===== config.mk =====
export PLATFORM = sky130hd
export DESIGN_NAME = vloop_pi_ctrl
export DESIGN_NICKNAME = d
export VERILOG_FILES = /design/src/rtl/vloop_pkg.sv /design/src/rtl/vloop_zc_hold.sv /design/src/rtl/vloop_mode_fsm.sv /design/src/rtl/vloop_pi_core.sv /design/src/rtl/vloop_pi_ctrl.sv
export SDC_FILE = /design/constraint.sdc
export NUM_CORES = 2
export LEC_CHECK = 0
export BUFFER_PORTS_ARGS = -buffer_cell sky130_fd_sc_hd__clkbuf_2
export CORE_MARGIN = 1.5
export CORE_UTILIZATION = 38
export CTS_BUF_LIST = sky130_fd_sc_hd__clkbuf_8
export DETAILED_ROUTE_END_ITERATION = 8
export MAX_ROUTING_LAYER = met4
export PLACE_DENSITY = 0.63
export SYNTH_ARGS = -nofsm -noshare
export SYNTH_HDL_FRONTEND = slang
export SYNTH_SLANG_ARGS = --single-unit

===== constraint.sdc =====
create_clock -name clk -period 50 [get_ports clk]
set_input_delay 2.5 -clock clk [delete_from_list [all_inputs] [get_ports clk]]
set_output_delay 2.5 -clock clk [all_outputs]
set_load 0.1 [all_outputs]

===== src/rtl/vloop_pkg.sv =====
`timescale 1ns/1ps
package vloop_pkg;
    typedef enum logic {
        MODE_HOLD = 1'b0,
        MODE_LIVE = 1'b1
    } vmode_t;
endpackage


===== src/rtl/vloop_zc_hold.sv =====
`timescale 1ns/1ps
module vloop_zc_hold #(
    parameter int DW = 16
) (
    input  logic                 clk,
    input  logic                 rst_n,
    input  logic                 upd,
    input  logic                 zc,
    input  logic signed [DW-1:0] sample,
    output logic signed [DW-1:0] held
);
    logic signed [DW-1:0] last_q;

    always_ff @(posedge clk or negedge rst_n) begin
        if (!rst_n) begin
            last_q <= '0;
            held   <= '0;
        end else begin
            if (upd) last_q <= sample;
            if (zc)  held   <= upd ? sample : last_q;
        end
    end

    // a coinciding strobe is the value captured
    a_r2_zc_takes_new: assert property (@(posedge clk) disable iff (!rst_n)
        (zc && upd) |=> (held == $past(sample)));
endmodule


===== src/rtl/vloop_mode_fsm.sv =====
`timescale 1ns/1ps
module vloop_mode_fsm
    import vloop_pkg::*;
#(
    parameter int DW = 16
) (
    input  logic                 clk,
    input  logic                 rst_n,
    input  logic                 upd,
    input  logic signed [DW-1:0] sample,
    input  logic signed [DW-1:0] vref,
    input  logic        [DW-1:0] thr,
    input  logic        [DW-1:0] hyst,
    output vmode_t               mode_nx,
    output vmode_t               mode_q
);
    localparam int EW = DW + 1;

    logic signed [EW-1:0] ierr;
    logic        [EW-1:0] mag;
    logic        [EW-1:0] hi_lvl;
    logic        [EW-1:0] lo_lvl;

    always_comb begin
        ierr   = EW'(vref) - EW'(sample);
        mag    = ierr[EW-1] ? EW'(-ierr) : EW'(ierr);
        hi_lvl = {1'b0, thr};
        lo_lvl = (hyst > thr) ? '0 : {1'b0, thr - hyst};
    end

    always_ff @(posedge clk or negedge rst_n) begin
        if (!rst_n) mode_q <= MODE_HOLD;
        else        mode_q <= mode_nx;
    end

    always_comb begin
        mode_nx = mode_q;
        unique case (mode_q)
            MODE_HOLD: if (upd && (mag > hi_lvl)) mode_nx = MODE_LIVE;
            MODE_LIVE: if (upd && (mag < lo_lvl)) mode_nx = MODE_HOLD;
            default:   mode_nx = MODE_HOLD;
        endcase
    end

    a_r4_engage: assert property (@(posedge clk) disable iff (!rst_n)
        (upd && (mag > hi_lvl)) |=> (mode_q == MODE_LIVE));
    a_r5_release: assert property (@(posedge clk) disable iff (!rst_n)
        (upd && (mag < lo_lvl)) |=> (mode_q == MODE_HOLD));
    a_r5_band_keeps: assert property (@(posedge clk) disable iff (!rst_n)
        (upd && (mag <= hi_lvl) && (mag >= lo_lvl)) |=> $stable(mode_q));
    a_r6_mode_idle: assert property (@(posedge clk) disable iff (!rst_n)
        !upd |=> $stable(mode_q));
endmodule


===== src/rtl/vloop_pi_core.sv =====
`timescale 1ns/1ps
module vloop_pi_core #(
    parameter int DW   = 16,
    parameter int GW   = 16,
    parameter int FRAC = 8,
    parameter int OW   = 16
) (
    input  logic                 clk,
    input  logic                 rst_n,
    input  logic                 upd,
    input  logic signed [DW-1:0] fb,
    input  logic signed [DW-1:0] vref,
    input  logic signed [GW-1:0] kp,
    input  logic signed [GW-1:0] ki,
    input  logic signed [OW-1:0] lim_lo,
    input  logic signed [OW-1:0] lim_hi,
    output logic signed [OW-1:0] cmd
);
    localparam int EW = DW + 1;
    localparam int PW = EW + GW;
    localparam int AW = ((PW > OW + FRAC) ? PW : OW + FRAC) + 2;

    logic signed [EW-1:0] err;
    logic signed [AW-1:0] p_term, i_term;
    logic signed [AW-1:0] acc_q, acc_sum, acc_nx;
    logic signed [AW-1:0] acc_lo, acc_hi;
    logic signed [AW-1:0] total, scaled, out_lo, out_hi, out_sat;

    always_comb begin
        err     = EW'(vref) - EW'(fb);
        p_term  = AW'(err) * AW'(kp);
        i_term  = AW'(err) * AW'(ki);
        out_lo  = AW'(lim_lo);
        out_hi  = AW'(lim_hi);
        acc_lo  = out_lo <<< FRAC;
        acc_hi  = out_hi <<< FRAC;
        acc_sum = acc_q + i_term;
        if (acc_sum > acc_hi)      acc_nx = acc_hi;
        else if (acc_sum < acc_lo) acc_nx = acc_lo;
        else                       acc_nx = acc_sum;
        total   = p_term + acc_nx;
        scaled  = total >>> FRAC;
        if (scaled > out_hi)       out_sat = out_hi;
        else if (scaled < out_lo)  out_sat = out_lo;
        else                       out_sat = scaled;
    end

    always_ff @(posedge clk or negedge rst_n) begin
        if (!rst_n) begin
            acc_q <= '0;
            cmd   <= '0;
        end else if (upd) begin
            acc_q <= acc_nx;
            cmd   <= OW'(out_sat);
        end
    end

    a_r6_cmd_idle: assert property (@(posedge clk) disable iff (!rst_n)
        !upd |=> ($stable(cmd) && $stable(acc_q)));
    a_r7_acc_bounded: assert property (@(posedge clk) disable iff (!rst_n)
        (upd && (lim_lo <= lim_hi)) |=>
        ((acc_q <= (AW'($past(lim_hi)) <<< FRAC)) && (acc_q >= (AW'($past(lim_lo)) <<< FRAC))));
    a_r8_cmd_bounded: assert property (@(posedge clk) disable iff (!rst_n)
        (upd && (lim_lo <= lim_hi)) |=> ((cmd <= $past(lim_hi)) && (cmd >= $past(lim_lo))));
endmodule


===== src/rtl/vloop_pi_ctrl.sv =====
`timescale 1ns/1ps
module vloop_pi_ctrl
    import vloop_pkg::*;
#(
    parameter int DW   = 16,
    parameter int GW   = 16,
    parameter int FRAC = 8,
    parameter int OW   = 16
) (
    input  logic                 clk,
    input  logic                 rst_n,
    input  logic                 smp_valid,
    input  logic signed [DW-1:0] smp_vout,
    input  logic                 zc_pulse,
    input  logic signed [DW-1:0] vref,
    input  logic        [DW-1:0] err_thr,
    input  logic        [DW-1:0] err_hyst,
    input  logic signed [GW-1:0] kp_slow,
    input  logic signed [GW-1:0] ki_slow,
    input  logic signed [GW-1:0] kp_fast,
    input  logic signed [GW-1:0] ki_fast,
    input  logic signed [OW-1:0] cmd_min,
    input  logic signed [OW-1:0] cmd_max,
    output logic signed [OW-1:0] iamp_cmd,
    output logic                 mode_fast
);
    vmode_t               mode_nx, mode_q;
    logic signed [DW-1:0] held;
    logic signed [DW-1:0] fb_sel;
    logic signed [GW-1:0] kp_sel, ki_sel;

    vloop_zc_hold #(.DW(DW)) u_hold (
        .clk(clk), .rst_n(rst_n), .upd(smp_valid), .zc(zc_pulse),
        .sample(smp_vout), .held(held)
    );

    vloop_mode_fsm #(.DW(DW)) u_fsm (
        .clk(clk), .rst_n(rst_n), .upd(smp_valid), .sample(smp_vout),
        .vref(vref), .thr(err_thr), .hyst(err_hyst),
        .mode_nx(mode_nx), .mode_q(mode_q)
    );

    always_comb begin
        unique case (mode_nx)
            MODE_LIVE: begin fb_sel = smp_vout; kp_sel = kp_fast; ki_sel = ki_fast; end
            default:   begin fb_sel = held;     kp_sel = kp_slow; ki_sel = ki_slow; end
        endcase
        mode_fast = (mode_q == MODE_LIVE);
    end

    vloop_pi_core #(.DW(DW), .GW(GW), .FRAC(FRAC), .OW(OW)) u_pi (
        .clk(clk), .rst_n(rst_n), .upd(smp_valid), .fb(fb_sel), .vref(vref),
        .kp(kp_sel), .ki(ki_sel), .lim_lo(cmd_min), .lim_hi(cmd_max),
        .cmd(iamp_cmd)
    );

    // reset state seen at the ports
    a_r1_reset_state: assert property (@(posedge clk)
        !rst_n |=> ((iamp_cmd == '0) && !mode_fast) || !rst_n);
endmodule


==> results.md <==
* Die Area at 89,000 um^2
* Most frequent cell after synthesis: inv_1
* Most frequent CP cell: fa_1
* Via Count at 26,300
* Sink Count at 84
* Post-synthesis sequential area ratio at 0.0634
* DR vias/cell at 5.19
* Worst min path class: flop to flop
* Finished Layout Cells at 5,063
* WL final at 94,900 um
* Chip width at 298 um
* Area Overhead vs Synth at 7.84%
* Worst-Margin Slew at 1.00 ns
* Post-Synthesis Cell Area at 33,100 um^2
* Critical path startpoint category: input pin
* Critical path endpoint category: flop
* Vias in the first global route at 27,700
* Diode count at 0
* Final hold vios at 0
* Status: finished, final reports clean
* CTS Buffer Depth at 2
* Later-pin clock latency in the skew report at 0.46 ns
* Layout cells sized above 1 at 0.0967
* Slowest Stage Delay on Critical Path at 0.75 ns
* Top cells by count, synth: inv_1, fa_1, ha_1
* Tmin final at 31.05 ns
* EDFF count, synth at 0
* Clock-pin slew on the worst setup and hold paths at 0.10 ns
* Slew HR at 0.318
* Antenna violations before repair at 0
* Pin count of the biggest net entering global routing at 74
* # IOs at 181
* Antenna-violating nets left at 0
* H-tree levels at 3
* Final #Nets at 5,065
* Core Rows at 108
* Top_reg_cell synth: dfrtp_1
* Core area at 86,600 um^2
* GRT Util Overall at 0.226
* Chip Height at 298 um
* First-pass GRT wire length at 152,000 um
* Detailed placer's ending HPWL at 80,300 um
* Largest area contributor in the netlist: fa_1
* Gpl congestion at 0.981
* Clk root buf: clkbuf_8
* Share of the synthesized area in the top cell type at 0.358
* F_max at 0.0322 GHz
* Final setup vio count at 0
* Initial Util at 0.383
* First-pass DRT Iterations at 5
* Max-Cap Viols at 0
* #FFs+latches synth at 84
* IO buf count at 180
* Number of gates resized after CTS at 0
* Gate Count Post-Synth at 3,783
* Worst Skew at 0.0155 ns
* Mapped Avg Cell Area at 8.76 um^2
* Syn_nets at 4,945
* Setup bufs post-CTS at 0
* Worst EP arrival at 31.39 ns
* Dpl cells at 5,047
* Worst path slowest cell: or2_1
* CTS tree: yes
* Tcrit/Tclk final at 0.621
* Crit path required time at 50.35 ns
* Unique cell type count in the Yosys netlist at 82
* Critical path type: input pin to flop
* Final Max Tran Viols at 0
* Num CTS Buffers at 9
* Hold buffer count at cts at 0
* Asr flop ratio synth at 1.00
* Drt drc at 0
* Worst-path maximum fanout at 55
* RSZ-0062 raised after global routing: no
* Global route overflow at 0
* Yosys warning total at 0
* Setup TNS at 0 ns
* Initial DRC count at 1,516
* Synth top area cells: fa_1, ha_1, inv_1, dfrtp_1, nand2_1
* Drt wl/cell at 18.7 um
-- critical path, delay by kind of cell --
family	cells	cell delay, ns
buffers and inverters	11	1.72
adders and majority gates	20	8.27
muxes	5	1.38
xor gates and xnor gates	5	0.88
AOI/OAI and AO/OA	47	11.56
and+or+nand+nor	27	5.05
-- final timing paths --
path                                  start          endpoint  slack (ns)  cells after the start
min reg2reg                u_hold.last_q[1]  u_hold.last_q[1]        0.50                      1
min                        u_hold.last_q[1]  u_hold.last_q[1]        0.50                      1
max reg2reg                    u_fsm.mode_q       u_pi.cmd[1]       24.55                     99
min in group asynchronous             rst_n    u_pi.acc_q[31]        2.06                      1
max in group asynchronous             rst_n   u_hold.held[13]       46.86                      2
max                             smp_vout[0]       u_pi.cmd[1]       18.95                    115
-- routing by layer --
layer / share of wire / track usage
met1: 0.39 / 0.264
met2: 0.52 / 0.396
met3: 0.048 / 0.0284
met4: 0.040 / 0.0805
met5: 0 / -
-- stage by stage --
step	setup slack [ns]	area, um^2	hold WS (ns)	utilization
after floorplan	22.35	33100	0.468	-
after global placement	19.03	35500	0.477	0.410
after detailed placement	18.67	35500	0.481	0.410
after CTS	19.10	35700	0.503	0.413
after global routing	16.99	35700	0.519	0.413
final	18.95	35700	0.498	0.413
-- cell usage in the layout, fill, tap and decap left out, types with 9 or more instances in the layout --
cell and instances:
nor3_1 33, a211oi_1 29, o21ai_0 116, ha_1 406
mux2_2 93, nor2b_1 65, o21ai_1 10, or3_1 10
mux2i_1 48, buf_4 47, fa_1 592, nand2b_1 48
inv_1 737, nor2_1 327, xor2_1 43, xnor2_1 109
o21a_1 17, clkbuf_2 178, and3_1 13, a21boi_0 14
a31oi_1 24, nand4_1 32, a21o_1 58, dfrtp_1 84
nand3_1 36, clkbuf_8 9, and2_1 41, nand2_1 399
a21oi_1 140
-- logic make-up after synthesis --
kind of cell | count (synthesis) | synth area share
and+or+nand+nor | 1040 | 0.140
adders and majority gates | 999 | 0.511
buffers and inverters | 853 | 0.0972
AOI/OAI and AO/OA | 497 | 0.0961
xor gates and xnor gates | 163 | 0.0437
muxes | 147 | 0.0480
DFF | 84 | 0.0634
-- cell type report --
cell class / instances / area [um^2]
Clock buffer: 9 / 124
Clock inverter: 7 / 75.1
Fill cell: 8634 / 50900
Inverter: 737 / 2770
Multi-Input combinational cell: 2846 / 28000
Sequential cell: 84 / 2100
Tap cell: 1155 / 1450
Timing Repair Buffer: 225 / 1240
-- sequential cells by signal, summed over array words and instances (netlist names) --
signal,count
u_fsm.mode_q,1
u_hold.held,16
u_hold.last_q,16
u_pi.acc_q,35
u_pi.cmd,16
Power is left out: the tool's default activity adds up to more than one toggle a clock period on the data nets, which glitch-free logic cannot reach.
